[src/rtl/sysreg_file.sv]
module sysreg_file #(
  parameter int          W        = 32,
  parameter logic [31:0] PSW_INIT = 32'h0000_0020
) (
  input  logic         clk,
  input  logic         rst,
  input  logic         wr_en,
  input  logic         rd_en,
  input  logic [4:0]   reg_num,
  input  logic [W-1:0] wr_data,
  output logic [W-1:0] rd_data,
  output logic         acc_err,
  input  logic         dbg_active,
  input  logic         hw_en,
  input  logic [1:0]   hw_type,
  input  logic [W-1:0] hw_pc,
  input  logic [W-1:0] hw_psw,
  input  logic [W-1:0] hw_cause,
  input  logic [1:0]   ret_sel,
  output logic [W-1:0] ret_pc,
  output logic [W-1:0] ret_psw
);
  logic [W-1:0] ipc, ipsw, npc, npsw, cause, psw, tpc, tpsw, dpc, dpsw, tbase;
  logic rd_ok, wr_ok;

  always_comb begin
    rd_ok = 1'b1;
    wr_ok = 1'b1;
    case (reg_num)
      5'd0, 5'd1, 5'd2, 5'd3, 5'd5, 5'd16, 5'd17, 5'd20: ;
      5'd4: wr_ok = 1'b0;
      5'd18, 5'd19: begin rd_ok = dbg_active; wr_ok = dbg_active; end
      default: begin rd_ok = 1'b0; wr_ok = 1'b0; end
    endcase
  end

  wire sw_wr = wr_en && wr_ok;
  assign acc_err = (wr_en && !wr_ok) || (rd_en && !rd_ok);

  wire hw_m = hw_en && hw_type == 2'd0;
  wire hw_n = hw_en && hw_type == 2'd1;
  wire hw_d = hw_en && hw_type == 2'd2;

  always_ff @(posedge clk) begin
    if (rst) begin
      ipc <= '0; ipsw <= '0; npc <= '0; npsw <= '0; cause <= '0;
      psw <= PSW_INIT[W-1:0]; tpc <= '0; tpsw <= '0; dpc <= '0; dpsw <= '0; tbase <= '0;
    end else begin
      if (sw_wr) begin
        case (reg_num)
          5'd0:  ipc   <= wr_data;
          5'd1:  ipsw  <= wr_data;
          5'd2:  npc   <= wr_data;
          5'd3:  npsw  <= wr_data;
          5'd5:  psw   <= wr_data;
          5'd16: tpc   <= wr_data;
          5'd17: tpsw  <= wr_data;
          5'd18: dpc   <= wr_data;
          5'd19: dpsw  <= wr_data;
          5'd20: tbase <= wr_data;
          default: ;
        endcase
      end
      if (hw_m) begin ipc <= hw_pc; ipsw <= hw_psw; cause <= hw_cause; end
      if (hw_n) begin npc <= hw_pc; npsw <= hw_psw; cause <= hw_cause; end
      if (hw_d) begin dpc <= hw_pc; dpsw <= hw_psw; end
    end
  end

  always_comb begin
    rd_data = '0;
    if (rd_en && rd_ok) begin
      case (reg_num)
        5'd0:  rd_data = ipc;
        5'd1:  rd_data = ipsw;
        5'd2:  rd_data = npc;
        5'd3:  rd_data = npsw;
        5'd4:  rd_data = cause;
        5'd5:  rd_data = psw;
        5'd16: rd_data = tpc;
        5'd17: rd_data = tpsw;
        5'd18: rd_data = dpc;
        5'd19: rd_data = dpsw;
        5'd20: rd_data = tbase;
        default: rd_data = '0;
      endcase
    end
  end

  always_comb begin
    case (ret_sel)
      2'd0:    begin ret_pc = ipc; ret_psw = ipsw; end
      2'd1:    begin ret_pc = npc; ret_psw = npsw; end
      2'd2:    begin ret_pc = tpc; ret_psw = tpsw; end
      default: begin ret_pc = dpc; ret_psw = dpsw; end
    endcase
    ret_pc[0] = 1'b0;
  end


  ret_even_chk: assert property (@(posedge clk) disable iff (rst) ret_pc[0] == 1'b0);

  cause_ro_chk: assert property (@(posedge clk) disable iff (rst)
    (!hw_en && !$past(rst) && $past(!(hw_en && hw_type != 2'd2))) |-> $stable(cause));

  rsvd_zero_chk: assert property (@(posedge clk) disable iff (rst)
    (rd_en && (reg_num inside {[5'd6:5'd15], [5'd21:5'd31]})) |-> (rd_data == '0 && acc_err));

  dbg_lock_chk: assert property (@(posedge clk) disable iff (rst)
    (rd_en && !dbg_active && (reg_num == 5'd18 || reg_num == 5'd19)) |-> (rd_data == '0 && acc_err));

  hw_load_chk: assert property (@(posedge clk) disable iff (rst)
    (hw_en && hw_type == 2'd0) |=> (ipsw == $past(hw_psw) && cause == $past(hw_cause)));

  err_quiet_chk: assert property (@(posedge clk) disable iff (rst)
    (!wr_en && !rd_en) |-> !acc_err);
endmodule

[config.mk]
export PLATFORM = sky130hd
export DESIGN_NAME = sysreg_file
export DESIGN_NICKNAME = d
export VERILOG_FILES = /design/src/rtl/sysreg_file.sv
export SDC_FILE = /design/constraint.sdc
export NUM_CORES = 1
export LEC_CHECK = 0
export BUFFER_PORTS_ARGS = -buffer_cell sky130_fd_sc_hd__buf_4
export CAP_MARGIN = 20
export CORE_ASPECT_RATIO = 0.7
export CORE_UTILIZATION = 45
export CTS_CLUSTER_SIZE = 40
export DETAILED_ROUTE_END_ITERATION = 16
export PLACE_DENSITY = 0.62
export SYNTH_ARGS = -nofsm -noshare
export SYNTH_HDL_FRONTEND = slang
export SYNTH_SLANG_ARGS = --single-unit
export TNS_END_PERCENT = 1
[constraint.sdc]
create_clock -name clk -period 5.05 [get_ports clk]
set_input_delay 0 -clock clk [delete_from_list [all_inputs] [get_ports clk]]
set_output_delay 0 -clock clk [all_outputs]
set_load 0.02 [all_outputs]
==> results.json <==
{
  "layout-drive-gt1-share_pct": 20.3,
  "multi_input_comb_area_mm2": 0.0101,
  "power_density_mw_per_mm2": 285,
  "netlist_area_mm2": 0.0178,
  "worstHoldPathCells": 5,
  "cts-root-buf": "sky130_fd_sc_hd__clkbuf_16",
  "pin_count": 240,
  "routed_via_density": 6.61,
  "timing.reg2reg.worst_path_depth": 2,
  "critical_path_class": "primary input to output pin",
  "synth.net_count": 2038,
  "netlist_instances": 1895,
  "synth.distinct_cells": 58,
  "final_critical_path_setup_slack_ps": 1970,
  "synth.most_common_cell": "sky130_fd_sc_hd__dfxtp_1",
  "synth.yosys.seq_area_share_pct": 39.6,
  "antenna_cells": 0,
  "floorplan.initialDensity_pct": 46.0,
  "clock_sink_count": 352,
  "timing.critical_path.slowest_cell_delay_ps": 1020,
  "num_vias": 17979,
  "cp_max_fo": 32,
  "critical-path-top-cell-by-count": "sky130_fd_sc_hd__buf_4",
  "areaGrowthSynthToFinish_pct": 28.4,
  "placement.setup.worst_slack_ps": 2080,
  "clock_skew_ps": 0,
  "clock_buffer_count_from_cts": 37,
  "dp_hpwl_um": 45300,
  "gpl.final_weighted_congestion": 0.879,
  "setup_repair_after_global_routing_missed_its_margin": "no",
  "cts.path.max_buffers": 3,
  "route.final.wire_length_um": 76000,
  "placement.cell_area_mm2": 0.0198,
  "antenna_left": 0,
  "antenna_violations_before_repair": 0,
  "drv_cap": 0,
  "hold_path.class": "primary input to register",
  "worstPathCellList": "buf_4 > or4b_1 > nor2_2 > a2111oi_0 > a31oi_1 > buf_4",
  "first_pass_iters": 8,
  "clkTransAtPathRegs_ps": 60,
  "grt_start_max_net_pins": 139,
  "placementRows": 60,
  "tritoncts": "built",
  "synth_enable_flop_cells": 0,
  "maxClockFrequency_mhz": 325,
  "ir_drop_uv": 186,
  "worstSetupStartpointType": "primary input",
  "result_of_the_run": "finished, final reports clean",
  "synth_top_cell_by_area": "sky130_fd_sc_hd__dfxtp_1",
  "regArea_mm2": 0.00705,
  "chip_width_um": 240,
  "critical_path.top_delay_family": "simple AND/OR/NAND/NOR gates",
  "crit_path_end_kind": "output pin",
  "cts_post_setup_buffers_inserted": 0,
  "cts_max_level": 2,
  "critical_path.n_buffers_inverters": 2,
  "design.final.nets": 2317,
  "worst_slew_pin_slew_ps": 1240,
  "die-height_um": 168,
  "ys_top_cells_by_area": "sky130_fd_sc_hd__dfxtp_1 40%, sky130_fd_sc_hd__mux2i_1 14%, sky130_fd_sc_hd__mux4_2 8.2%",
  "ff2ff_setup_slack_ps": 3690,
  "synthTopCellsByCount": "352 x sky130_fd_sc_hd__dfxtp_1, 264 x sky130_fd_sc_hd__nor2_1, 249 x sky130_fd_sc_hd__mux2i_1",
  "hold_viol": 0,
  "total_power_w": 0.00652,
  "grt_overflow_total": 0,
  "timing.final.crit_share_pct": 61.0,
  "hold_fix_buffer_count_after_cts": 191,
  "detail_route.iter0.violations": 2749,
  "die_area_mm2": 0.0404,
  "final_cell_area_mm2": 0.0229,
  "yosysTopAreaCellShare_pct": 39.6,
  "post_synth.cell_area_avg_um2": 9.40,
  "detail_route.drc_violations": 0,
  "core-area_mm2": 0.0387,
  "crit_slowest_cell": "sky130_fd_sc_hd__nor2_2",
  "global_route_wire_length_before_repair_um": 111000,
  "power_leakage_nw": 9.95,
  "max_slew_margin_pct": 17.4,
  "setup_total_negative_slack_ps": 0,
  "worstPathArrival_ps": 3080,
  "cts_resized": 0,
  "synth.yosys.warnings": 0,
  "worstSetupPathDepth": 6,
  "period_needed_ps": 3080,
  "num-fill-cells": 3404,
  "route.detailed.wl_per_inst_um": 27.9,
  "drv_slew": 0,
  "quantity_of_i_o_buffers_inserted_on_ports": 238,
  "finalSetupViolCount": 0,
  "clock_insertion_delay_at_the_later_pin_of_the_skew_report_ps": 530,
  "worstPathRequired_ps": 5050,
  "grt_pass1_vias": 17092,
  "synth.ff_latch_count": 352,
  "asyncSetResetFlopFracSynth_pct": 0,
  "synth_top_flop_cell": "sky130_fd_sc_hd__dfxtp_1",
  "grtUsageTotal_pct": 36.8
}
worst reg2reg max path, stage by stage (launching register included):
cell and delay (ps):
sky130_fd_sc_hd__dfxtp_1 330, sky130_fd_sc_hd__a221o_1 330, sky130_fd_sc_hd__dlygate4sd3_1 580
per-stage QoR:
| step | utilization (%) | hold slack [ps] | instances |
|---|---|---|---|
| 3_5_place_dp | 51.2 | 248 | 2470 |
| 6_report | 59.0 | 117 | 2722 |
| 4_1_cts | 59.0 | 129 | 2721 |
| 3_3_place_gp | 51.2 | 248 | 2470 |
| 5_1_grt | 59.0 | 146 | 2722 |
| 2_1_floorplan | - | 136 | 1895 |
final timing paths:
check                    startpoint                      to
max                      reg_num[1]              rd_data[3]
min                      hw_type[1]  cause[24]$_SDFFE_PP0P_
max reg2reg    ipsw[4]$_SDFFE_PP0P_    ipsw[4]$_SDFFE_PP0P_
min reg2reg  cause[28]$_SDFFE_PP0P_  cause[28]$_SDFFE_PP0P_
sequential cells by signal (all words and copies together), names as in the netlist:
signal,count
dpc,32
dpsw,32
ipsw,32
psw,32
npsw,32
tpsw,32
npc,32
cause,32
tbase,32
ipc,32
tpc,32
report_power, final:
group	switching (W)	internal, W	leakage (nW)
clock network	0.00116	0.00151	0.552
registers	0.0000715	0.00286	2.86
logic	0.000531	0.000381	6.54
total	0.00176	0.00476	9.95
layout by cell type (no fill, tap or decap), types with 10 or more instances in the layout:
| cell type | instances |
|---|---|
| sky130_fd_sc_hd__mux4_2 | 65 |
| sky130_fd_sc_hd__clkbuf_1 | 11 |
| sky130_fd_sc_hd__a222oi_1 | 10 |
| sky130_fd_sc_hd__a22oi_1 | 39 |
| sky130_fd_sc_hd__dfxtp_1 | 352 |
| sky130_fd_sc_hd__clkbuf_16 | 37 |
| sky130_fd_sc_hd__mux2i_1 | 249 |
| sky130_fd_sc_hd__buf_4 | 271 |
| sky130_fd_sc_hd__a31oi_1 | 30 |
| sky130_fd_sc_hd__a21oi_1 | 104 |
| sky130_fd_sc_hd__a211oi_1 | 65 |
| sky130_fd_sc_hd__mux2_2 | 14 |
| sky130_fd_sc_hd__and3_1 | 23 |
| sky130_fd_sc_hd__o22ai_1 | 19 |
| sky130_fd_sc_hd__dlygate4sd3_1 | 191 |
| sky130_fd_sc_hd__nor2_1 | 259 |
| sky130_fd_sc_hd__nand2_1 | 175 |
| sky130_fd_sc_hd__a32oi_1 | 67 |
| sky130_fd_sc_hd__a221o_1 | 59 |
| sky130_fd_sc_hd__a221oi_1 | 14 |
final cells by class:
class / instances / share of cell area, %
clock buffers: 56 / 4.71
clock inverters: 4 / 0.197
inverters: 2 / 0.0328
multi-input cells: 1317 / 44.0
flip-flops and latches: 352 / 30.8
well taps: 527 / 2.88
repair buffers: 464 / 17.4
kinds of logic (layout without fill, tap and decap cells):
group                  after synthesis  after routing  synth area share (%)
flip-flops                         352            352                  39.6
AND/OR/NAND/NOR                    526            526                  12.6
multiplexers                       328            328                  23.1
buffers and inverters              226            526                  5.19
AO/OA/AOI/OAI                      462            462                  19.5
other                                1              1                0.0211
metal layers:
metal | vias to the layer above | share of wire [%] | wire length, um | track usage (%)
li1 | 7666 | - | - | -
met1 | 8732 | 41 | 31600 | 52.7
met2 | 1370 | 42 | 32100 | 53.9
met3 | 211 | 13 | 9660 | 8.61
met4 | 0 | 3.5 | 2700 | 12.7
met5 | - | 0 | 0 | 0
No activity file was read; power rests on OpenSTA's default activity.
